<file path="src/rtl/join_pkg.sv">
package join_pkg;
  typedef enum logic {
    MODE_MASK  = 1'b0,
    MODE_COUNT = 1'b1
  } join_mode_e;
endpackage

</file>
<file path="src/rtl/join_slot_table.sv">
module join_slot_table
  import join_pkg::*;
#(
  parameter int NUM_SLOTS = 8,
  parameter int NUM_POS   = 4,
  parameter int CNT_W     = 8,
  parameter int TADDR_W   = 16,
  localparam int SLOT_W   = $clog2(NUM_SLOTS)
) (
  input  logic               clk,
  input  logic               rst,
  input  logic               wr_en,
  input  logic [SLOT_W-1:0]  wr_slot,
  input  join_mode_e         wr_mode,
  input  logic               wr_act,
  input  logic [CNT_W-1:0]   wr_pend,
  input  logic [NUM_POS-1:0] wr_need,
  input  logic [TADDR_W-1:0] wr_thr,
  input  logic [SLOT_W-1:0]  rd_slot,
  output join_mode_e         rd_mode,
  output logic               rd_act,
  output logic [CNT_W-1:0]   rd_pend,
  output logic [NUM_POS-1:0] rd_need,
  output logic [TADDR_W-1:0] rd_thr
);
  join_mode_e         mode_q [NUM_SLOTS];
  logic               act_q  [NUM_SLOTS];
  logic [CNT_W-1:0]   pend_q [NUM_SLOTS];
  logic [NUM_POS-1:0] need_q [NUM_SLOTS];
  logic [TADDR_W-1:0] thr_q  [NUM_SLOTS];

  for (genvar s = 0; s < NUM_SLOTS; s++) begin : g_slot
    always_ff @(posedge clk) begin
      if (rst) begin
        mode_q[s] <= MODE_MASK;
        act_q[s]  <= 1'b0;
        pend_q[s] <= '0;
        need_q[s] <= '0;
        thr_q[s]  <= '0;
      end else if (wr_en && wr_slot == SLOT_W'(s)) begin
        mode_q[s] <= wr_mode;
        act_q[s]  <= wr_act;
        pend_q[s] <= wr_pend;
        need_q[s] <= wr_need;
        thr_q[s]  <= wr_thr;
      end
    end
  end

  assign rd_mode = mode_q[rd_slot];
  assign rd_act  = act_q[rd_slot];
  assign rd_pend = pend_q[rd_slot];
  assign rd_need = need_q[rd_slot];
  assign rd_thr  = thr_q[rd_slot];
endmodule

</file>
<file path="src/rtl/join_operand_store.sv">
module join_operand_store #(
  parameter int NUM_SLOTS = 8,
  parameter int NUM_POS   = 4,
  parameter int DATA_W    = 32,
  localparam int SLOT_W   = $clog2(NUM_SLOTS),
  localparam int POS_W    = $clog2(NUM_POS)
) (
  input  logic                            clk,
  input  logic                            we,
  input  logic [SLOT_W-1:0]               wr_slot,
  input  logic [POS_W-1:0]                wr_pos,
  input  logic [DATA_W-1:0]               wr_data,
  input  logic [SLOT_W-1:0]               rd_slot,
  output logic [NUM_POS-1:0][DATA_W-1:0]  rd_ops
);
  // One memory bank per operand position; each bank is slot-addressed.
  for (genvar p = 0; p < NUM_POS; p++) begin : g_bank
    logic [DATA_W-1:0] mem [NUM_SLOTS];
    always_ff @(posedge clk) begin
      if (we && wr_pos == POS_W'(p)) mem[wr_slot] <= wr_data;
    end
    assign rd_ops[p] = mem[rd_slot];
  end
endmodule

</file>
<file path="src/rtl/join_ctrl.sv">
module join_ctrl
  import join_pkg::*;
#(
  parameter int NUM_SLOTS = 8,
  parameter int NUM_POS   = 4,
  parameter int DATA_W    = 32,
  parameter int CNT_W     = 8,
  parameter int TADDR_W   = 16,
  localparam int SLOT_W   = $clog2(NUM_SLOTS),
  localparam int POS_W    = $clog2(NUM_POS)
) (
  input  logic                           init_valid,
  input  logic [SLOT_W-1:0]              init_slot,
  input  logic                           init_mode,
  input  logic [CNT_W-1:0]               init_value,
  input  logic [TADDR_W-1:0]             init_thread,
  input  logic                           tok_valid,
  input  logic [SLOT_W-1:0]              tok_slot,
  input  logic [POS_W-1:0]               tok_pos,
  input  logic [DATA_W-1:0]              tok_data,
  input  logic                           post_valid,
  input  logic [SLOT_W-1:0]              post_slot,
  output logic [SLOT_W-1:0]              sel_slot,
  input  join_mode_e                     rd_mode,
  input  logic                           rd_act,
  input  logic [CNT_W-1:0]               rd_pend,
  input  logic [NUM_POS-1:0]             rd_need,
  input  logic [TADDR_W-1:0]             rd_thr,
  input  logic [NUM_POS-1:0][DATA_W-1:0] rd_ops,
  output logic                           wr_en,
  output join_mode_e                     wr_mode,
  output logic                           wr_act,
  output logic [CNT_W-1:0]               wr_pend,
  output logic [NUM_POS-1:0]             wr_need,
  output logic [TADDR_W-1:0]             wr_thr,
  output logic                           op_we,
  output logic                           fire_now,
  output logic                           dup_now,
  output logic [NUM_POS-1:0][DATA_W-1:0] fire_ops_nxt
);
  logic [CNT_W-1:0] clr_bit;
  logic [CNT_W-1:0] next_mask;
  logic [CNT_W-1:0] next_cnt;
  logic             use_tok;

  assign clr_bit   = CNT_W'(1) << tok_pos;
  assign next_mask = rd_pend & ~clr_bit;
  assign next_cnt  = rd_pend - CNT_W'(1);
  assign use_tok   = !init_valid && tok_valid;

  always_comb begin
    if (init_valid)     sel_slot = init_slot;
    else if (tok_valid) sel_slot = tok_slot;
    else                sel_slot = post_slot;
  end

  always_comb begin
    wr_en    = 1'b0;
    wr_mode  = rd_mode;
    wr_act   = rd_act;
    wr_pend  = rd_pend;
    wr_need  = rd_need;
    wr_thr   = rd_thr;
    op_we    = 1'b0;
    fire_now = 1'b0;
    dup_now  = 1'b0;
    if (init_valid) begin
      wr_en  = 1'b1;
      wr_thr = init_thread;
      if (init_mode) begin
        wr_mode = MODE_COUNT;
        wr_need = '0;
        wr_pend = init_value;
      end else begin
        wr_mode = MODE_MASK;
        wr_need = init_value[NUM_POS-1:0];
        wr_pend = CNT_W'(init_value[NUM_POS-1:0]);
      end
      wr_act = (wr_pend != '0);
    end else if (tok_valid) begin
      if (rd_act && rd_mode == MODE_MASK) begin
        if ((rd_pend & clr_bit) == '0) begin
          dup_now = 1'b1;
        end else begin
          op_we    = 1'b1;
          wr_en    = 1'b1;
          wr_pend  = next_mask;
          wr_act   = (next_mask != '0);
          fire_now = (next_mask == '0);
        end
      end
    end else if (post_valid) begin
      if (rd_act && rd_mode == MODE_COUNT) begin
        wr_en    = 1'b1;
        wr_pend  = next_cnt;
        wr_act   = (next_cnt != '0);
        fire_now = (next_cnt == '0);
      end
    end
  end

  // Operand vector for a fire: bypass the word arriving this cycle.
  always_comb begin
    for (int p = 0; p < NUM_POS; p++) begin
      if (rd_mode == MODE_COUNT || !rd_need[p])
        fire_ops_nxt[p] = '0;
      else if (use_tok && tok_pos == POS_W'(p))
        fire_ops_nxt[p] = tok_data;
      else
        fire_ops_nxt[p] = rd_ops[p];
    end
  end
endmodule

</file>
<file path="src/rtl/join_unit.sv">
module join_unit
  import join_pkg::*;
#(
  parameter int NUM_SLOTS = 8,
  parameter int NUM_POS   = 4,
  parameter int DATA_W    = 32,
  parameter int CNT_W     = 8,
  parameter int TADDR_W   = 16,
  localparam int SLOT_W   = $clog2(NUM_SLOTS),
  localparam int POS_W    = $clog2(NUM_POS),
  localparam int OPS_W    = NUM_POS * DATA_W
) (
  input  logic               clk,
  input  logic               rst,
  input  logic               init_valid,
  input  logic [SLOT_W-1:0]  init_slot,
  input  logic               init_mode,
  input  logic [CNT_W-1:0]   init_value,
  input  logic [TADDR_W-1:0] init_thread,
  input  logic               tok_valid,
  input  logic [SLOT_W-1:0]  tok_slot,
  input  logic [POS_W-1:0]   tok_pos,
  input  logic [DATA_W-1:0]  tok_data,
  input  logic               post_valid,
  input  logic [SLOT_W-1:0]  post_slot,
  output logic               fire_valid,
  output logic [SLOT_W-1:0]  fire_slot,
  output logic [TADDR_W-1:0] fire_thread,
  output logic [OPS_W-1:0]   fire_ops,
  output logic               dup_flag
);
  logic [SLOT_W-1:0]              sel_slot;
  join_mode_e                     rd_mode, wr_mode;
  logic                           rd_act, wr_act, wr_en;
  logic [CNT_W-1:0]               rd_pend, wr_pend;
  logic [NUM_POS-1:0]             rd_need, wr_need;
  logic [TADDR_W-1:0]             rd_thr, wr_thr;
  logic [NUM_POS-1:0][DATA_W-1:0] rd_ops, fire_ops_nxt;
  logic                           op_we, fire_now, dup_now;

  join_slot_table #(
    .NUM_SLOTS(NUM_SLOTS), .NUM_POS(NUM_POS), .CNT_W(CNT_W), .TADDR_W(TADDR_W)
  ) u_table (
    .clk(clk), .rst(rst),
    .wr_en(wr_en), .wr_slot(sel_slot), .wr_mode(wr_mode), .wr_act(wr_act),
    .wr_pend(wr_pend), .wr_need(wr_need), .wr_thr(wr_thr),
    .rd_slot(sel_slot), .rd_mode(rd_mode), .rd_act(rd_act),
    .rd_pend(rd_pend), .rd_need(rd_need), .rd_thr(rd_thr)
  );

  join_operand_store #(
    .NUM_SLOTS(NUM_SLOTS), .NUM_POS(NUM_POS), .DATA_W(DATA_W)
  ) u_store (
    .clk(clk), .we(op_we), .wr_slot(tok_slot), .wr_pos(tok_pos),
    .wr_data(tok_data), .rd_slot(sel_slot), .rd_ops(rd_ops)
  );

  join_ctrl #(
    .NUM_SLOTS(NUM_SLOTS), .NUM_POS(NUM_POS), .DATA_W(DATA_W),
    .CNT_W(CNT_W), .TADDR_W(TADDR_W)
  ) u_ctrl (
    .init_valid(init_valid), .init_slot(init_slot), .init_mode(init_mode),
    .init_value(init_value), .init_thread(init_thread),
    .tok_valid(tok_valid), .tok_slot(tok_slot), .tok_pos(tok_pos),
    .tok_data(tok_data), .post_valid(post_valid), .post_slot(post_slot),
    .sel_slot(sel_slot), .rd_mode(rd_mode), .rd_act(rd_act),
    .rd_pend(rd_pend), .rd_need(rd_need), .rd_thr(rd_thr), .rd_ops(rd_ops),
    .wr_en(wr_en), .wr_mode(wr_mode), .wr_act(wr_act), .wr_pend(wr_pend),
    .wr_need(wr_need), .wr_thr(wr_thr), .op_we(op_we),
    .fire_now(fire_now), .dup_now(dup_now), .fire_ops_nxt(fire_ops_nxt)
  );

  always_ff @(posedge clk) begin
    if (rst) begin
      fire_valid  <= 1'b0;
      dup_flag    <= 1'b0;
      fire_slot   <= '0;
      fire_thread <= '0;
      fire_ops    <= '0;
    end else begin
      fire_valid <= fire_now;
      dup_flag   <= dup_now;
      if (fire_now) begin
        fire_slot   <= sel_slot;
        fire_thread <= rd_thr;
        fire_ops    <= fire_ops_nxt;
      end
    end
  end
endmodule

</file>
<file path="config.mk">
export PLATFORM = sky130hd
export DESIGN_NAME = join_unit
export DESIGN_NICKNAME = d
export VERILOG_FILES = /design/src/rtl/join_pkg.sv /design/src/rtl/join_slot_table.sv /design/src/rtl/join_operand_store.sv /design/src/rtl/join_ctrl.sv /design/src/rtl/join_unit.sv
export SDC_FILE = /design/constraint.sdc
export NUM_CORES = 2
export LEC_CHECK = 0
export BUFFER_PORTS_ARGS = -buffer_cell sky130_fd_sc_hd__buf_2
export CAP_MARGIN = 20
export CORE_MARGIN = 2
export CORE_UTILIZATION = 39
export DETAILED_ROUTE_END_ITERATION = 12
export SYNTH_ARGS = -nofsm -noshare
export SYNTH_HDL_FRONTEND = slang
export SYNTH_SLANG_ARGS = --single-unit
</file>
<file path="constraint.sdc">
create_clock -name clk -period 7.2 [get_ports clk]
set_clock_uncertainty 0.2 [all_clocks]
set_input_delay 1.08 -clock clk [delete_from_list [all_inputs] [get_ports clk]]
set_output_delay 1.08 -clock clk [all_outputs]
set_load 0.02 [all_outputs]
</file>
==> metrics.txt <==
run status=complete, no violations; Synth area leaders=edfxtp_1 67%, mux4_2 12%, dfxtp_1 5.2%; Design Area, Final=65,480 µm²; Max H-tree Level=4; dpl cell area=60,630 µm²; Static Leak=21.71 nW; Synth Register Bits=1,413; Hold Path Depth=1; first-pass GRT wire length=214.1 mm; ratio of cells with drive above 1 in the final layout=24.30%; reg-to-reg startpoint=u_table.pend_q[6][2]$_SDFFCE_PN0P_; syn_nets=3,418; GP Congestion=0.8175; Max VDD drop=approximately 0.0002 V; syn avg cell area=17.02 µm²; Clock Sinks=1,413; Clock Power Share=42.1%; area taken by multi-input logic gates=15,190 µm²; RSZ-0062 raised after global routing=false; Root Buffer=clkbuf_16; M1 WL=62.17 mm; Psw=4.067 mW; sw frac=22.59%; Gate Count Post-Synth=3,343; post-DP HPWL=81.94 mm; Post-route DRC=0; register area share after synthesis=71.96%; R2R Path End=u_store.g_bank[3].mem[6][24]$_DFFE_PP_; gr usage total=19.75%; nets=approximately 3,700; Reg area=around 40,000 µm²; clk_lat worst skew=0.77 ns; number of setup violations in the final report=0; Final Core Density=45.09%; Critical Path RT=approximately 7.4 ns; post-cts repair resize count=0; first drt pass iteration count=6; Tcrit/Tclk final=76.54%; wire per inst=26.15 µm; final WL=147.3 mm; Worst R2R Path Depth=10; vias in the first global route=31,400; Layout area overhead=15.09%; internal power=13.94 mW; via/cell ratio=5.541; met2 WL=69.39 mm; Fill cells=12,390; Hold EP=fire_thread[8]$_SDFFE_PP0P_; Hold WC Path Type=flop to flop; Power Dens Cells=275.0 nW/µm²; flop2flop setup slack=2.79 ns; Slew HR=26.36%; top_reg_cell synth=edfxtp_1; die area=148,900 µm²; FMAX=about 0.18 GHz; Fin Setup TNS=0 ns; Gate power share=7.7%; maximum buffer depth of the clock tree=3; asr flop ratio synth=0%; max layer used=met5; Antenna Nets Post-Route=0; Worst-Margin Slew=1.083 ns; I/O Buffers=221; die height=385.9 µm; Critical Path Source Type=input port; Reg power frac=50.2%; total number of vias=31,200; number of synthesized flops with an enable pin=1,264; largest net degree at the start of global routing=133; gr ovfl total=0; top cells by count, synth=1,264 x edfxtp_1, 316 x nand2_1, 301 x mux4_2; nature of the critical path endpoint=flop; Fin. Hold Viols=0; Hold Startpoint=fire_thread[8]$_SDFFE_PP0P_; Syn Std Cell Area=56,890 µm²; crit path kind=input port to flop; Core Footprint=between 100,000 and 150,000 µm²; num rows=140; synth unique cells=62; Die Wd=~390 µm; Yosys top cell area share=66.72%; YS warnings=0; minimum clock period=5.511 ns; met3 WL=roughly 11 mm; clk slew on worst S/H paths=0.06 ns; Setup crit start=init_valid; Yosys top cell by area=edfxtp_1; most frequent cell after synthesis=edfxtp_1; cts hold-fix bufs=0; Final Max Tran Viols=0; initial DRC count=3,161; # Post-CTS Setup Buffers=0; # IOs=between 200 and 250; TritonCTS clock tree=built; Num CTS Buffers=146; crit-path max FO=54; initial antenna violation count=14; max-cap violation count=0; Initial Util=39.18%; critical path data arrival time=5.69 ns
==> flip-flops by register name (all words and copies together), names as in the netlist <==
signal,cells
fire_slot,3
u_table.pend_q,64
u_table.thr_q,128
u_table.mode_q,8
fire_ops,128
dup_flag,1
fire_valid,1
u_table.act_q,8
fire_thread,16
u_store.g_bank.mem,1024
u_table.need_q,32
==> metal layers <==
layer	up-vias	global-route usage (%)
li1	13550	-
met1	16270	27.06
met2	1145	31.03
met3	230	4.381
met4	6	7.062
met5	-	0
==> cells by family after synthesis <==
kind of cell	Yosys count	share of synthesized area [%]
adders and majority gates	2	0.04398
muxes	487	15.27
AOI/OAI and AO/OA	264	3.367
xor gates and xnor gates	8	0.1232
DFF	1413	71.96
and+or+nand+nor	936	7.324
buffers and inverters	233	1.913
==> power groups by stage <==
stage	Clock [mW]	Combinational [mW]	Sequential (mW)
finish	7.58	1.38	9.05
global route	8.04	1.49	9.05
CTS	7.74	1.39	9.04
detailed placement	0	1.39	9.22
global placement	0	1.38	9.22
floorplan	0	0.888	9.21
==> worst max-delay path, stage by stage <==
cell and delay (ns):
buf_2 0.45, inv_2 0.36, mux2_8 0.64, a2111oi_0 0.15, or4_1 0.70, mux4_2 0.57, nor2_1 0.64, nand3_1 0.17
buf_4 0.25, nor2_4 0.11, buf_4 0.51
==> per-stage QoR <==
stage | power, mW | hold WS, ns | std cells | setup WS, ns
3_5_place_dp | 10.61 | 0.2484 | 5358 | 0.8801
3_3_place_gp | 10.60 | 0.2403 | 5358 | 0.9466
4_1_cts | 18.18 | 0.2632 | 5625 | 1.690
5_1_grt | 18.58 | 0.2830 | 5628 | 1.358
6_report | 18.00 | 0.2588 | 5631 | 1.689
2_1_floorplan | 10.09 | 0.3460 | 3343 | 1.678
==> cell usage in the layout, fill, tap and decap left out, types with 17 or more instances in the layout <==
master        n
mux4_2      301
o21a_1       19
o211ai_1    128
nand2_1     313
dfxtp_1     149
mux2i_1     177
a31oi_1      17
edfxtp_1   1264
clkinv_1     23
buf_2       220
nand2b_1    146
a21oi_1      20
nor2_4       36
clkbuf_1     38
buf_4        92
nand3_1     135
clkbuf_16   154
nor2_1      262
==> how the worst max path moves through the flow <==
stage                     slack (ns)                                     end  cells past startpoint
final                           1.69  u_store.g_bank[3].mem[6][24]$_DFFE_PP_                     11
after global routing            1.36  u_store.g_bank[2].mem[0][17]$_DFFE_PP_                     11
after CTS                       1.69  u_store.g_bank[2].mem[0][17]$_DFFE_PP_                     11
after detailed placement        0.88  u_store.g_bank[2].mem[0][25]$_DFFE_PP_                     11
after global placement          0.95  u_store.g_bank[2].mem[0][25]$_DFFE_PP_                     11
after floorplan                 1.68   u_store.g_bank[3].mem[3][0]$_DFFE_PP_                     11
==> cell type report <==
class                   instances  share of cell area (%)
repair buffers                327                   3.195
multi-input cells            1697                   23.20
inverters                       4                 0.02293
clock inverters                70                   1.162
well taps                    1917                   3.663
clock buffers                 197                   6.209
diodes                          6                 0.02293
flip-flops and latches       1413                   62.53
(Power assumes the default switching activity.)
